File: config.mk
export PLATFORM = sky130hd
export DESIGN_NAME = sup_reset_ctrl
export DESIGN_NICKNAME = d
export VERILOG_FILES = /design/src/rtl/sup_rst_pkg.sv /design/src/rtl/sup_sync.sv /design/src/rtl/sup_fall_det.sv /design/src/rtl/sup_bor_cfg.sv /design/src/rtl/sup_pulse_timer.sv /design/src/rtl/sup_reset_ctrl.sv
export SDC_FILE = /design/constraint.sdc
export NUM_CORES = 1
export LEC_CHECK = 0
export BUFFER_PORTS_ARGS = -buffer_cell sky130_fd_sc_hd__clkbuf_2
export CORE_AREA = 2 2 39 41
export DETAILED_ROUTE_END_ITERATION = 10
export DIE_AREA = 0 0 41 43
export GPL_TIMING_DRIVEN = 0
export PLACE_DENSITY = 0.72
export REMOVE_ABC_BUFFERS = 1
export SYNTH_ARGS = -nofsm -noshare
export SYNTH_HDL_FRONTEND = slang
export SYNTH_SLANG_ARGS = --single-unit
File: constraint.sdc
create_clock -name clk_i -period 2.33 [get_ports clk_i]
set_input_delay 0.1165 -clock clk_i [delete_from_list [all_inputs] [get_ports clk_i]]
set_output_delay 0.1165 -clock clk_i [all_outputs]
set_load 0.05 [all_outputs]
File: src/rtl/sup_rst_pkg.sv
package sup_rst_pkg;

  typedef enum logic [1:0] {
    CFG_KEEP  = 2'd0,
    CFG_SET   = 2'd1,
    CFG_CLEAR = 2'd2
  } cfg_op_e;

  // Reset pulse length in clock cycles: clock MHz times microseconds, at least 1.
  function automatic int unsigned pulse_cycles(int unsigned mhz, int unsigned us);
    int unsigned n;
    n = mhz * us;
    return (n == 0) ? 1 : n;
  endfunction

  // Counter width able to hold the value n.
  function automatic int unsigned cnt_width(int unsigned n);
    return (n < 2) ? 1 : $clog2(n + 1);
  endfunction

  // Write rule of the enable bit: set needs programming mode,
  // clear needs programming mode without write protection.
  function automatic cfg_op_e cfg_decode(logic we, logic prog, logic wp, logic d);
    if (!we || !prog) return CFG_KEEP;
    if (d)            return CFG_SET;
    if (!wp)          return CFG_CLEAR;
    return CFG_KEEP;
  endfunction

endpackage

File: src/rtl/sup_sync.sv
module sup_sync #(
  parameter int unsigned WIDTH   = 3,
  parameter int unsigned STAGES  = 2,
  parameter logic        RST_VAL = 1'b1
) (
  input  logic             clk_i,
  input  logic             rst_n_i,
  input  logic [WIDTH-1:0] d_i,
  output logic [WIDTH-1:0] q_o
);
  logic [STAGES-1:0][WIDTH-1:0] stage_q;

  always_ff @(posedge clk_i or negedge rst_n_i) begin
    if (!rst_n_i) begin
      stage_q <= {(STAGES*WIDTH){RST_VAL}};
    end else begin
      stage_q[0] <= d_i;
      for (int s = 1; s < STAGES; s++) stage_q[s] <= stage_q[s-1];
    end
  end

  assign q_o = stage_q[STAGES-1];
endmodule

File: src/rtl/sup_fall_det.sv
module sup_fall_det #(
  parameter int unsigned WIDTH = 2
) (
  input  logic             clk_i,
  input  logic             rst_n_i,
  input  logic [WIDTH-1:0] lvl_i,
  output logic [WIDTH-1:0] fall_o
);
  logic [WIDTH-1:0] prev_q;

  always_ff @(posedge clk_i or negedge rst_n_i) begin
    if (!rst_n_i) prev_q <= '1;
    else          prev_q <= lvl_i;
  end

  assign fall_o = prev_q & ~lvl_i;
endmodule

File: src/rtl/sup_bor_cfg.sv
module sup_bor_cfg
  import sup_rst_pkg::*;
#(
  parameter logic INIT = 1'b0
) (
  input  logic clk_i,
  input  logic rst_n_i,
  input  logic prog_i,
  input  logic wp_i,
  input  logic we_i,
  input  logic d_i,
  output logic en_o
);
  cfg_op_e op;
  logic    en_q;

  assign op = cfg_decode(we_i, prog_i, wp_i, d_i);

  always_ff @(posedge clk_i or negedge rst_n_i) begin
    if (!rst_n_i) begin
      en_q <= INIT;
    end else begin
      case (op)
        CFG_SET:   en_q <= 1'b1;
        CFG_CLEAR: en_q <= 1'b0;
        default:   en_q <= en_q;
      endcase
    end
  end

  assign en_o = en_q;
endmodule

File: src/rtl/sup_pulse_timer.sv
module sup_pulse_timer #(
  parameter int unsigned CYCLES = 50,
  parameter int unsigned CW     = 6
) (
  input  logic clk_i,
  input  logic rst_n_i,
  input  logic load_i,
  input  logic hold_i,
  output logic active_o
);
  localparam logic [CW-1:0] LOADV = CW'(CYCLES);

  logic [CW-1:0] cnt_q;

  always_ff @(posedge clk_i or negedge rst_n_i) begin
    if (!rst_n_i) begin
      cnt_q <= '0;
    end else if (load_i || (hold_i && active_o)) begin
      cnt_q <= LOADV;
    end else if (cnt_q != '0) begin
      cnt_q <= cnt_q - 1'b1;
    end
  end

  assign active_o = (cnt_q != '0);
endmodule

File: src/rtl/sup_reset_ctrl.sv
module sup_reset_ctrl
  import sup_rst_pkg::*;
#(
  parameter int unsigned CLK_MHZ     = 50,
  parameter int unsigned PULSE_US    = 1,
  parameter int unsigned SYNC_STAGES = 2,
  parameter bit          HAS_EXT_PIN = 1'b1,
  parameter logic        BOR_EN_INIT = 1'b0
) (
  input  logic clk_i,
  input  logic rst_n_i,
  input  logic por_ok_i,
  input  logic bor_ok_i,
  input  logic ext_rst_n_i,
  input  logic prog_mode_i,
  input  logic wr_prot_i,
  input  logic cfg_we_i,
  input  logic cfg_bor_en_i,
  output logic glob_rst_o,
  output logic bor_en_o
);
  localparam int unsigned RESET_CYCLES = pulse_cycles(CLK_MHZ, PULSE_US);
  localparam int unsigned CNT_W        = cnt_width(RESET_CYCLES);

  logic [2:0] raw_lvl;
  logic [2:0] sync_lvl;
  logic       a_ok;
  logic       b_ok;
  logic [1:0] falls;
  logic       trig_a;
  logic       trig_b;
  logic       bor_en;
  logic       pulse_active;

  assign raw_lvl = {ext_rst_n_i, bor_ok_i, por_ok_i};

  sup_sync #(.WIDTH(3), .STAGES(SYNC_STAGES), .RST_VAL(1'b1)) u_sync (
    .clk_i   (clk_i),
    .rst_n_i (rst_n_i),
    .d_i     (raw_lvl),
    .q_o     (sync_lvl)
  );

  sup_bor_cfg #(.INIT(BOR_EN_INIT)) u_cfg (
    .clk_i   (clk_i),
    .rst_n_i (rst_n_i),
    .prog_i  (prog_mode_i),
    .wp_i    (wr_prot_i),
    .we_i    (cfg_we_i),
    .d_i     (cfg_bor_en_i),
    .en_o    (bor_en)
  );

  // Combined supervisor level: brown-out joins only when enabled.
  assign a_ok = sync_lvl[0] & (bor_en ? sync_lvl[1] : 1'b1);

  generate
    if (HAS_EXT_PIN) begin : g_ext
      assign b_ok = sync_lvl[2];
    end else begin : g_no_ext
      assign b_ok = 1'b1;
    end
  endgenerate

  sup_fall_det #(.WIDTH(2)) u_fall (
    .clk_i   (clk_i),
    .rst_n_i (rst_n_i),
    .lvl_i   ({b_ok, a_ok}),
    .fall_o  (falls)
  );

  assign trig_a = falls[0];
  assign trig_b = falls[1];

  sup_pulse_timer #(.CYCLES(RESET_CYCLES), .CW(CNT_W)) u_timer (
    .clk_i    (clk_i),
    .rst_n_i  (rst_n_i),
    .load_i   (trig_a | trig_b),
    .hold_i   (~a_ok),
    .active_o (pulse_active)
  );

  assign glob_rst_o = pulse_active;
  assign bor_en_o   = bor_en;
endmodule

# == Word-level counts from Yosys, hierarchy flattened ==
# Index checks and enable logic that the tools add are counted.
# op_classes
addsub,1
n_mul,0
div,0
n_lt_le_gt_ge,0
n_eq_ne,2
n_shift,0
n_mux,16
bitwise,5
n_reduce_logical,8
# ops
op,n
2-to-1 mux 2 bit,6
2-to-1 mux 6 bit,2
2-to-1 mux 1 bit,7
nonzero test 6 bit,1
subtractor 6 x 1 -> 6 bit (second input constant),1
nonzero test 2 bit,2
AND 2 bit,1
== test 2 x 1 -> 1 bit (second input constant),1
== test 2 bit (second input constant),1
logical NOT 1 bit,2
logical OR 1 bit,2
inverter 2 bit,1
one-hot mux 1 bit (2 select lines),1
AND 1 bit,1
logical AND 1 bit,1
inverter 1 bit,1
bitwise OR 1 bit,1
# word_totals
register_bits,15
latchBits,0
mem_bits_rw,0
mem_bits_ro,0
in_bits,9
out_inout_bits,2
wordCells,37
mem_count,0

# == Depth between registers and ports, before layout ==
# Gate-level depths: netlist of the first run.
# depth
word_depth,11
depth_mapped,7
ltp_nobuf,7

# == Modules after synthesis ==
# From an unflattened synthesis of the first run, not the netlist that was laid out.
# hier_totals
hier_cells,62
hier_area_um2,703.2
# modules_own_cells
mod,instances,cells_each,area_each_um2,seq_area_each_um2
sup_pulse_timer,1,38,355.3,150.1
sup_sync,1,9,180.2,157.7
sup_fall_det,1,4,80.1,52.6
sup_bor_cfg,1,7,65.1,25.0
sup_reset_ctrl,1,4,22.5,0.0

# == Worst setup path before layout of the first run ==
# Ideal clock, no wire load.
# synth_timing
path_type,register to register
start,register u_timer.cnt_q[0]
end,register u_timer.cnt_q[1]
setup_ns,0.129
arrival_time_ns,1.558
required_time_ns,2.201
setup_slack_ns,0.643
stages_incl_launch_ff,8
n_path_buf,0
period_less_slack_ns,1.687
path_cell_list,dfrtp_1 > inv_1 > ha_1 > or3b_4 > nor3_4 > inv_2 > a21oi_2 > a31oi_1
# synth_between
elab_chain_cells,4
elab_cells_between_ends,7
cone_classes,add/sub: 1; mux: 2; reduce/logical: 4
# synth_rtl
item,line_no,text
"start, declared",sup_pulse_timer.sv:13,logic [CW-1:0] cnt_q;
"start signal, assigned",sup_pulse_timer.sv:21,cnt_q <= cnt_q - 1'b1;
nonzero test 6 bit (*),sup_pulse_timer.sv:25,assign active_o = (cnt_q != '0);
named net glob_rst_o,sup_reset_ctrl.sv:19,"output logic glob_rst_o,"
logical AND 1 bit,sup_pulse_timer.sv:18,end else if (load_i || (hold_i && active_o)) begin
logical OR 1 bit,sup_pulse_timer.sv:18,
2-to-1 mux 6 bit / nonzero test 2 bit (equally long branches),-,
# The timed path passes the listed nets; every way through them passes the cells marked *. The select of a mux whose other input is x is not followed.
# A chain may end at the register's enable or synchronous reset.

# == Worst setup path after layout of the first run ==
# layout_timing
start,register u_timer.cnt_q[0]
end,output port glob_rst_o
# layout_between
elab_chain_cells,1
# layout_rtl
item,line_no
nonzero test 6 bit,sup_pulse_timer.sv:25
"end, declared",sup_reset_ctrl.sv:19
# No other way between the ends.

==> results.md, run 1 <==
* Layout Nets at 87
* Max_cap viols at 0
* Clock transition at the registers of the reported paths at roughly 0.080 ns
* Sequential power share at 0.590
* Share of cells above drive strength 1 at 0.347
* Net switching power figure at 122 uW
* Via count at roughly 500
* Fmax at 0.502 GHz
* PD cells at 616 nW/um^2
* ANT cells at 0
* VDD IR max at 0.000336 V
* Crit path max-delay family: simple AND/OR/NAND/NOR gates
* Buffer count from post-CTS setup fixing at 0
* Final worst path period share at 0.855
* Hold path depth at 4
* # setup viols final at 0
* Comb pwr share at 0.116
* # fillers at 117
* Antenna-violating nets left at 0
* Slowest cell on crit path: or3b_4
* Area post-placement at ~730 um^2
* Most frequent cells in the layout: clkbuf_2, dfstp_2, dfrtp_1
* GRT Util Overall at 0.174
* Average footprint of a synthesized cell at 11.7 um^2
* Yosys synthesis warning count at 0
* Drt first pass iters at 2
* Place WS at approximately 0.65 ns
* Initial antenna violation count at 0
* Switching share of power at 0.246
* Htree depth at 1
* Pint at ~370 uW
* Area contributors post-synth: dfstp_2, dfrtp_1, nor3_1
* Reg2Reg Launch Point: u_timer.cnt_q[0]$_DFFE_PN0P_
* Chip height at ~43 um
* Setup tns final at 0 ns
* # IOs at 11
* Synth-to-Final Area Change at 20.5%
* Sequential fraction of the synthesis area at 0.580
* DRT iter0 DRCs at 4
* Status: finished, final reports clean
* CP arrival at 1.88 ns
* CP Capture Type: output port
* Vias in the first global route at 476
* Die X at 41 um
* WL/cell at around 13 um
* Cell variety after synth at 26
* RSZ-0062 raised after global routing: no
* Max incr delay on CP at 0.42 ns
* Critical path depth at 6
* Gr ovfl total at 0
* Count of clock tree sinks at 15
* Core Region at 1380 um^2
* CP Launch Point: u_timer.cnt_q[0]$_DFFE_PN0P_
* CP Launch Type: flop
* Synth Cell Area at 664 um^2
* Die ar. at 1760 um^2
* Clock power frac at 0.294
* Pin count of the biggest net entering global routing at 16
* Worst clock skew at 0.000928 ns
* # rows at 14
* Routability cong. at 0.695
* Max_slew headroom at 0.764
* CTS tree: built
* Minimum clock period at 1.99 ns
* #FFs+latches synth at 15
* DRT Wirelength at between 1000 and 1500 um
* Final Max Slew Viols at 0
* Hold Path Origin: cfg_we_i
* PnR worst setup slack at between 0.3 and 0.4 ns
* Mapped Cells at between 50 and 60
* Worst Setup Path Type: reg -> out
* Worst Tran Pin Value at 0.353 ns
* Post-Layout Inst Area at 801 um^2
* Worst Path Max Fanout at 4
* Initial Utilization at 0.480
* Crit path cell chain: inv_1 -> ha_1 -> or3b_4 -> nor3_4 -> inv_2 -> clkbuf_2
* Storage cell area at 385 um^2
* Max clock buf depth at 2
* Commonest non-fill, non-tap cell in the layout: clkbuf_2
* IO Port Bufs at 10
* R2R depth at 7
* Multi-input logic area at 256 um^2
* WP buf/inv at 3
* Clk_lat worst skew at 0.28 ns
* Pleak at 0.354 nW
* Hold Crit Class: in -> reg
* Clock buffer count from CTS at 3
* Yosys top cell by area: dfstp_2
* Clk root buf: clkbuf_4
* Synth top area share at 0.316
* Critical Path RT at 2.21 ns
* First-pass GRT wire length at slightly below 2000 um
* Final Hold Viols at 0
* Via density at 5.47
* Remaining DRCs at 0
## timing repair
item,in CTS,in global routing
hold buffers,4,0
resized for setup,0,0
hold endpoints to repair,10,0
## final timing paths
check                                               endpoint  slack [ns]
min in group asynchronous             u_cfg.en_o$_DFFE_PN0P_        0.27
worst max-delay path                              glob_rst_o        0.34
max in group asynchronous        u_sync.stage_q[2]$_DFF_PN1_        1.76
worst min-delay path                  u_cfg.en_o$_DFFE_PN0P_        0.25
worst min register to register       u_sync.q_o[1]$_DFF_PN1_        0.36
worst max register to register  u_timer.cnt_q[0]$_DFFE_PN0P_        0.63
## through the flow
step	cells	hold slack [ns]	utilization	power, mW
after floorplan	57	-0.179	-	0.326
after global placement	83	0.0397	0.531	0.345
after detailed placement	83	0.0435	0.531	0.349
after CTS	91	0.254	0.579	0.500
after global routing	91	0.253	0.579	0.518
final	91	0.248	0.579	0.493
## power by group through the flow
stage / combinational, mW / clock [mW] / sequential, mW
2_1_floorplan: 0.0305 / 0 / 0.296
3_3_place_gp: 0.0506 / 0 / 0.294
3_5_place_dp: 0.0533 / 0 / 0.295
4_1_cts: 0.0586 / 0.150 / 0.291
5_1_grt: 0.0636 / 0.161 / 0.293
6_report: 0.0572 / 0.145 / 0.291
## cells in the mapped netlist (all sizes together)
library cell,n
dfstp,8
dfrtp,7
nor3,7
inv,6
a21oi,3
nand2,3
ha,2
mux2i,2
nand2b,2
nand3,2
nor2,2
o21ai,2
or3,2
a211oi,1
a31o,1
a31oi,1
nor2b,1
nor3b,1
nor4,1
o311ai,1
o41ai,1
or3b,1
## worst register-to-register path, stage by stage (launching register included)
cell     delay [ns]
dfrtp_1        0.41
inv_1          0.07
ha_1           0.20
or3b_4         0.42
nor3_4         0.19
inv_2          0.06
a21oi_2        0.12
a31o_1         0.15
## layer usage
metal	GRT usage	up-vias	part of all wire
met3	0.0471	2	0.023
li1	-	240	-
met4	0.0800	0	0.014
met5	0	-	0
met2	0.269	6	0.55
met1	0.216	250	0.41
## state kept, by name, indices dropped and copies added, names as in the netlist
signal / flops
u_timer.cnt_q: 6
u_sync.q_o: 3
u_sync.stage_q: 3
u_fall.prev_q: 2
u_cfg.en_o: 1
## kinds of logic after synthesis
logic type               Yosys count  share of synthesized area
buffers and inverters              6                     0.0339
multiplexers                       2                     0.0301
flip-flops                        15                      0.580
AND/OR/NAND/NOR                   22                      0.198
AO/OA/AOI/OAI                     10                      0.121
adder cells (fa/ha/maj)            2                     0.0377
## layout make-up
class | count | area share
Sequential cell | 15 | 0.481
Multi-Input combinational cell | 36 | 0.320
Timing Repair Buffer | 14 | 0.112
Clock buffer | 4 | 0.0328
Inverter | 6 | 0.0281
Tap cell | 16 | 0.0250
Power figures use the tool's default switching activity.
==> inputs of run 2 (changes only) <==
--- a/config.mk
+++ b/config.mk
@@ -12,6 +12,7 @@
 export GPL_TIMING_DRIVEN = 0
 export PLACE_DENSITY = 0.72
 export REMOVE_ABC_BUFFERS = 1
+export SETUP_SLACK_MARGIN = 0.4
 export SYNTH_ARGS = -nofsm -noshare
 export SYNTH_HDL_FRONTEND = slang
 export SYNTH_SLANG_ARGS = --single-unit
==> results.md, run 2 (synthesis results as in run 1) <==
* Status: finished, final reports clean
* First-pass GRT wire length at 2080 um
* Core Region at ~1400 um^2
* # IOs at 11
* Clock buffer count from CTS at 3
* Routability cong. at just under 0.7
* Share of cells above drive strength 1 at 0.377
* PD cells at 598 nW/um^2
* Chip height at 43 um
* Max clock buf depth at 2
* Layout Nets at 89
* Via count at approximately 520
* Reg with most FFs: u_timer.cnt_q
* Max_slew headroom at 0.760
* Antenna-violating nets left at 0
* Count of clock tree sinks at 15
* Die X at 41 um
* Clk root buf: clkbuf_4
* Die ar. at 1760 um^2
* CP arrival at 1.75 ns
* Worst Tran Pin Value at 0.361 ns
* CTS tree: built
* WL/cell at approximately 14 um
* RSZ-0062 raised after global routing: no
* ANT cells at 0
* Pleak at 0.369 nW
* Initial antenna violation count at 0
* Clk_lat worst skew at 0.28 ns
* Synth-to-Final Area Change at 26.0%
* Critical Path RT at 2.21 ns
* Pin count of the biggest net entering global routing at 16
* CP Capture Type: output port
* Minimum clock period at 1.87 ns
* Commonest non-fill, non-tap cell in the layout: clkbuf_2
* Number of flip-flops in the largest register at 6
* Hold Crit Class: in -> reg
* Fmax at 0.535 GHz
* Area post-placement at 734 um^2
* Worst Path Max Fanout at 4
* Gr ovfl total at 0
* Final Max Slew Viols at 0
* Most frequent cells in the layout: clkbuf_2, dfstp_2, dfrtp_1
* IO Port Bufs at 10
* Post-Layout Inst Area at 837 um^2
* CP Launch Type: flop
* Max_cap viols at 0
* Htree depth at 1
* Remaining DRCs at 0
* Worst Setup Path Type: reg -> out
* Via density at 5.56
* Dpl cells at 83
* Vias in the first global route at 500
* # fillers at 114
* # rows at 14
* Multi-input logic area at 269 um^2
* Worst clock skew at 0.00235 ns
* Setup tns final at 0 ns
* DRT Wirelength at around 1300 um
* Storage cell area at 385 um^2
* VDD IR max at 0.000337 V
* Initial Utilization at 0.480
* DRT iter0 DRCs at 7
* Drt first pass iters at 4
* PnR worst setup slack at 0.462 ns
* Final worst path period share at 0.802
* # setup viols final at 0
* Power consumption at 501 uW
* GRT Util Overall at 0.183
* Post-Layout Cell Count at 93
* Final Hold Viols at 0
* Place WS at 0.650 ns
* Clock transition at the registers of the reported paths at 0.09 ns
-- run 2: changes by cell type in the layout (fill, tap and decap cells not counted), sizes merged --
cell and change:
buf +2
-- run 2: final cells by class --
type | count | area share
Multi-Input combinational cell | 36 | 0.321
Clock buffer | 4 | 0.0314
Tap cell | 16 | 0.0239
Timing Repair Buffer | 16 | 0.136
Inverter | 6 | 0.0269
Sequential cell | 15 | 0.460
-- run 2: final timing paths --
check | from | to | slack, ns | depth (start not counted)
max reg2reg | u_timer.cnt_q[1]$_DFFE_PN0P_ | u_timer.cnt_q[0]$_DFFE_PN0P_ | 0.61 | 7
min in group asynchronous | rst_n_i | u_cfg.en_o$_DFFE_PN0P_ | 0.27 | 2
max in group asynchronous | rst_n_i | u_fall.prev_q[0]$_DFF_PN1_ | 1.76 | 2
max | u_timer.cnt_q[1]$_DFFE_PN0P_ | glob_rst_o | 0.46 | 6
min | cfg_we_i | u_cfg.en_o$_DFFE_PN0P_ | 0.24 | 4
min reg2reg | u_sync.stage_q[1]$_DFF_PN1_ | u_sync.q_o[1]$_DFF_PN1_ | 0.36 | 0
-- run 2: per-layer routing --
metal / up-vias / routed length [um] / track usage
met5: - / 0 / 0
met4: 0 / 17 / 0.0800
met3: 3 / 36 / 0.0471
met2: 9 / 725 / 0.281
met1: 261 / 526 / 0.233
li1: 244 / - / -
-- run 2: where the power goes --
group	internal (mW)	leakage, nW	switching [mW]
Combinational	0.0295	0.192	0.0349
Sequential	0.279	0.162	0.0118
Clock	0.0664	0.0150	0.0792
-- run 2: through the flow --
stage / util / hold WS [ns]
after CTS: 0.598 / 0.254
after global placement: 0.531 / 0.0397
after global routing: 0.605 / 0.252
after floorplan: - / -0.179
after detailed placement: 0.531 / 0.0435
final: 0.605 / 0.245
-- run 2: repair_timing --
item	4_1_cts	5_1_grt
hold endpoints to repair	10	0
setup buffers	2	0
pin swaps	1	1
resized for setup	3	1
hold buffers	4	0
endpoints found under the setup margin	1	1
-- run 2: critical path: stages (launching register included) --
cell	delay (ns)
dfrtp_1	0.39
inv_1	0.13
ha_4	0.16
or3b_4	0.40
nor3_4	0.16
inv_2	0.06
clkbuf_8	0.17
==> inputs of run 3 (changes only) <==
--- a/config.mk
+++ b/config.mk
@@ -6,11 +6,11 @@
 export NUM_CORES = 1
 export LEC_CHECK = 0
 export BUFFER_PORTS_ARGS = -buffer_cell sky130_fd_sc_hd__clkbuf_2
-export CORE_AREA = 2 2 39 41
+export CORE_MARGIN = 2
+export CORE_UTILIZATION = 46
 export DETAILED_ROUTE_END_ITERATION = 10
-export DIE_AREA = 0 0 41 43
 export GPL_TIMING_DRIVEN = 0
-export PLACE_DENSITY = 0.72
+export PLACE_DENSITY = 0.7
 export REMOVE_ABC_BUFFERS = 1
 export SETUP_SLACK_MARGIN = 0.4
 export SYNTH_ARGS = -nofsm -noshare
==> constraint.sdc (replaced) <==
create_clock -name clk_i -period 1.63 [get_ports clk_i]
set_input_delay 0.0815 -clock clk_i [delete_from_list [all_inputs] [get_ports clk_i]]
set_output_delay 0.0815 -clock clk_i [all_outputs]
set_load 0.05 [all_outputs]
==> results.md, run 3 (synthesis results as in run 1) <==
* Max clock buf depth at 2
* Number of flip-flops in the largest register at 6
* Net switching power figure at about 180 uW
* CTS tree: built
* Pin count of the biggest net entering global routing at 16
* Routability cong. at 0.754
* Slowest cell on crit path: dfrtp_1
* # setup viols final at 5
* Remaining DRCs at 0
* Htree depth at 1
* Gr ovfl total at 0
* Final Hold Viols at 0
* Antenna-violating nets left at 0
* DRT iter0 DRCs at 14
* Core Region at 1320 um^2
* DRT Wirelength at ~1500 um
* Hold Crit Class: in -> reg
* Drt first pass iters at 4
* PD cells at 783 nW/um^2
* Layout Nets at 95
* PnR worst setup slack at -0.123 ns
* Die ar. at between 1500 and 2000 um^2
* Via density at 5.40
* Synth-to-Final Area Change at 39.9%
* Setup tns final at -0.454 ns
* Fmax at 0.570 GHz
* CP Launch Type: flop
* Routed metal-1 wirelength at 606 um
* Met3 wire length at 37 um
* Critical Path RT at 1.55 ns
* Vias in the first global route at 575
* Status: finished with violations
* Die X at about 42 um
* Reg with most FFs: u_timer.cnt_q
* VDD IR max at roughly 0.00062 V
* Area post-placement at 733 um^2
* Initial Utilization at 0.504
* ANT cells at 0
* Worst Tran Pin Value at 0.359 ns
* Clock power frac at 0.278
* Pint at 545 uW
* DPL Wire Length at roughly 850 um
* Final worst path period share at 1.08
* # rows at 13
* Max_slew headroom at 0.760
* Max_cap viols at 0
* First-pass GRT wire length at roughly 2600 um
* Clk root buf: clkbuf_4
* RSZ-0062 raised after global routing: yes
* Clock transition at the registers of the reported paths at 0.09 ns
* DR WL met2 at 789 um
* Via count at about 530
* WL/cell at 15.1 um
* Violated checks: setup timing
* # IOs at 11
* Place WS at -0.0446 ns
* IO Port Bufs at 10
* Clock buffer count from CTS at 3
* Power consumption at approximately 730 uW
* DR top layer: met4
* Share of cells above drive strength 1 at 0.518
* Initial antenna violation count at 0
* Crit path cell chain: inv_2 -> ha_4 -> or3b_4 -> nor3_4 -> inv_2 -> clkbuf_16
* Comb pwr share at 0.149
* Hold WS at 0.211 ns
* GRT Util Overall at 0.197
* Chip height at 42.0 um
* Count of clock tree sinks at 15
* CP arrival at 1.67 ns
* Worst clock skew at approximately 0.0065 ns
* Minimum clock period at 1.75 ns
* Final Max Slew Viols at 0
* Commonest non-fill, non-tap cell in the layout: clkbuf_2
* Max incr delay on CP at ~0.40 ns
* Clk_lat worst skew at 0.27 ns
* CP Capture Type: output port
* Worst Setup Path Type: reg -> out
* Pleak at 0.417 nW
* Most frequent cells in the layout: clkbuf_2, dfstp_2, buf_4, dfrtp_1, nor3_1
* CP most frequent cell: inv_2
* Post-Layout Inst Area at slightly above 900 um^2
* Sequential power share at 0.573
* Worst Path Max Fanout at 2
* Switching share of power at 0.251
## run 3: cell type report
type,count,area [um^2]
clock buffers,4,26.3
inverters,6,22.5
fillers,93,388
flip-flops and latches,15,385
well taps,15,18.8
repair buffers,22,174
multi-input cells,36,303
## run 3: per-stage QoR
stage,instances,utilization
2_1_floorplan,57,-
3_3_place_gp,82,0.557
3_5_place_dp,82,0.557
4_1_cts,97,0.687
5_1_grt,98,0.706
6_report,98,0.706
## run 3: power by group through the flow
stage                     Clock, mW  Combinational [mW]  Sequential (mW)
after floorplan                   0              0.0436            0.423
after global placement            0              0.0719            0.420
after detailed placement          0              0.0747            0.422
after CTS                     0.208              0.0989            0.415
after global routing          0.232               0.119            0.420
final                         0.203               0.108            0.417
## run 3: routing by layer
layer | global-route usage | vias up
met5 | 0 | -
met2 | 0.344 | 15
met1 | 0.250 | 251
met4 | 0.0903 | 0
met3 | 0.0129 | 6
li1 | - | 257
## run 3: final timing paths
kind                       slack [ns]                          from                            to  cells after the start
setup reg to reg                -0.12  u_timer.cnt_q[0]$_DFFE_PN0P_  u_timer.cnt_q[3]$_DFFE_PN0P_                      5
hold reg to reg                  0.36   u_sync.stage_q[0]$_DFF_PN1_       u_sync.q_o[0]$_DFF_PN1_                      0
max in group asynchronous        1.07                       rst_n_i       u_sync.q_o[0]$_DFF_PN1_                      2
min in group asynchronous        0.26                       rst_n_i  u_timer.cnt_q[1]$_DFFE_PN0P_                      2
setup / recovery                -0.12  u_timer.cnt_q[1]$_DFFE_PN0P_                    glob_rst_o                      6
hold / removal                   0.21                      cfg_we_i        u_cfg.en_o$_DFFE_PN0P_                      4
## run 3: repair_timing
item                                   4_1_cts  5_1_grt
setup endpoints to repair                    7        7
gates resized for setup                     11        5
hold buffers                                 4        0
endpoints found under the hold margin       18        0
pin swaps                                    7        5
buffers inserted                             7        1
## run 3: critical path, delay by kind of cell (launching register included)
kind | cells | cell delay (ns)
flip-flops | 1 | 0.40
adder cells (fa/ha/maj) | 1 | 0.12
buffers and inverters | 3 | 0.32
AND/OR/NAND/NOR | 2 | 0.55
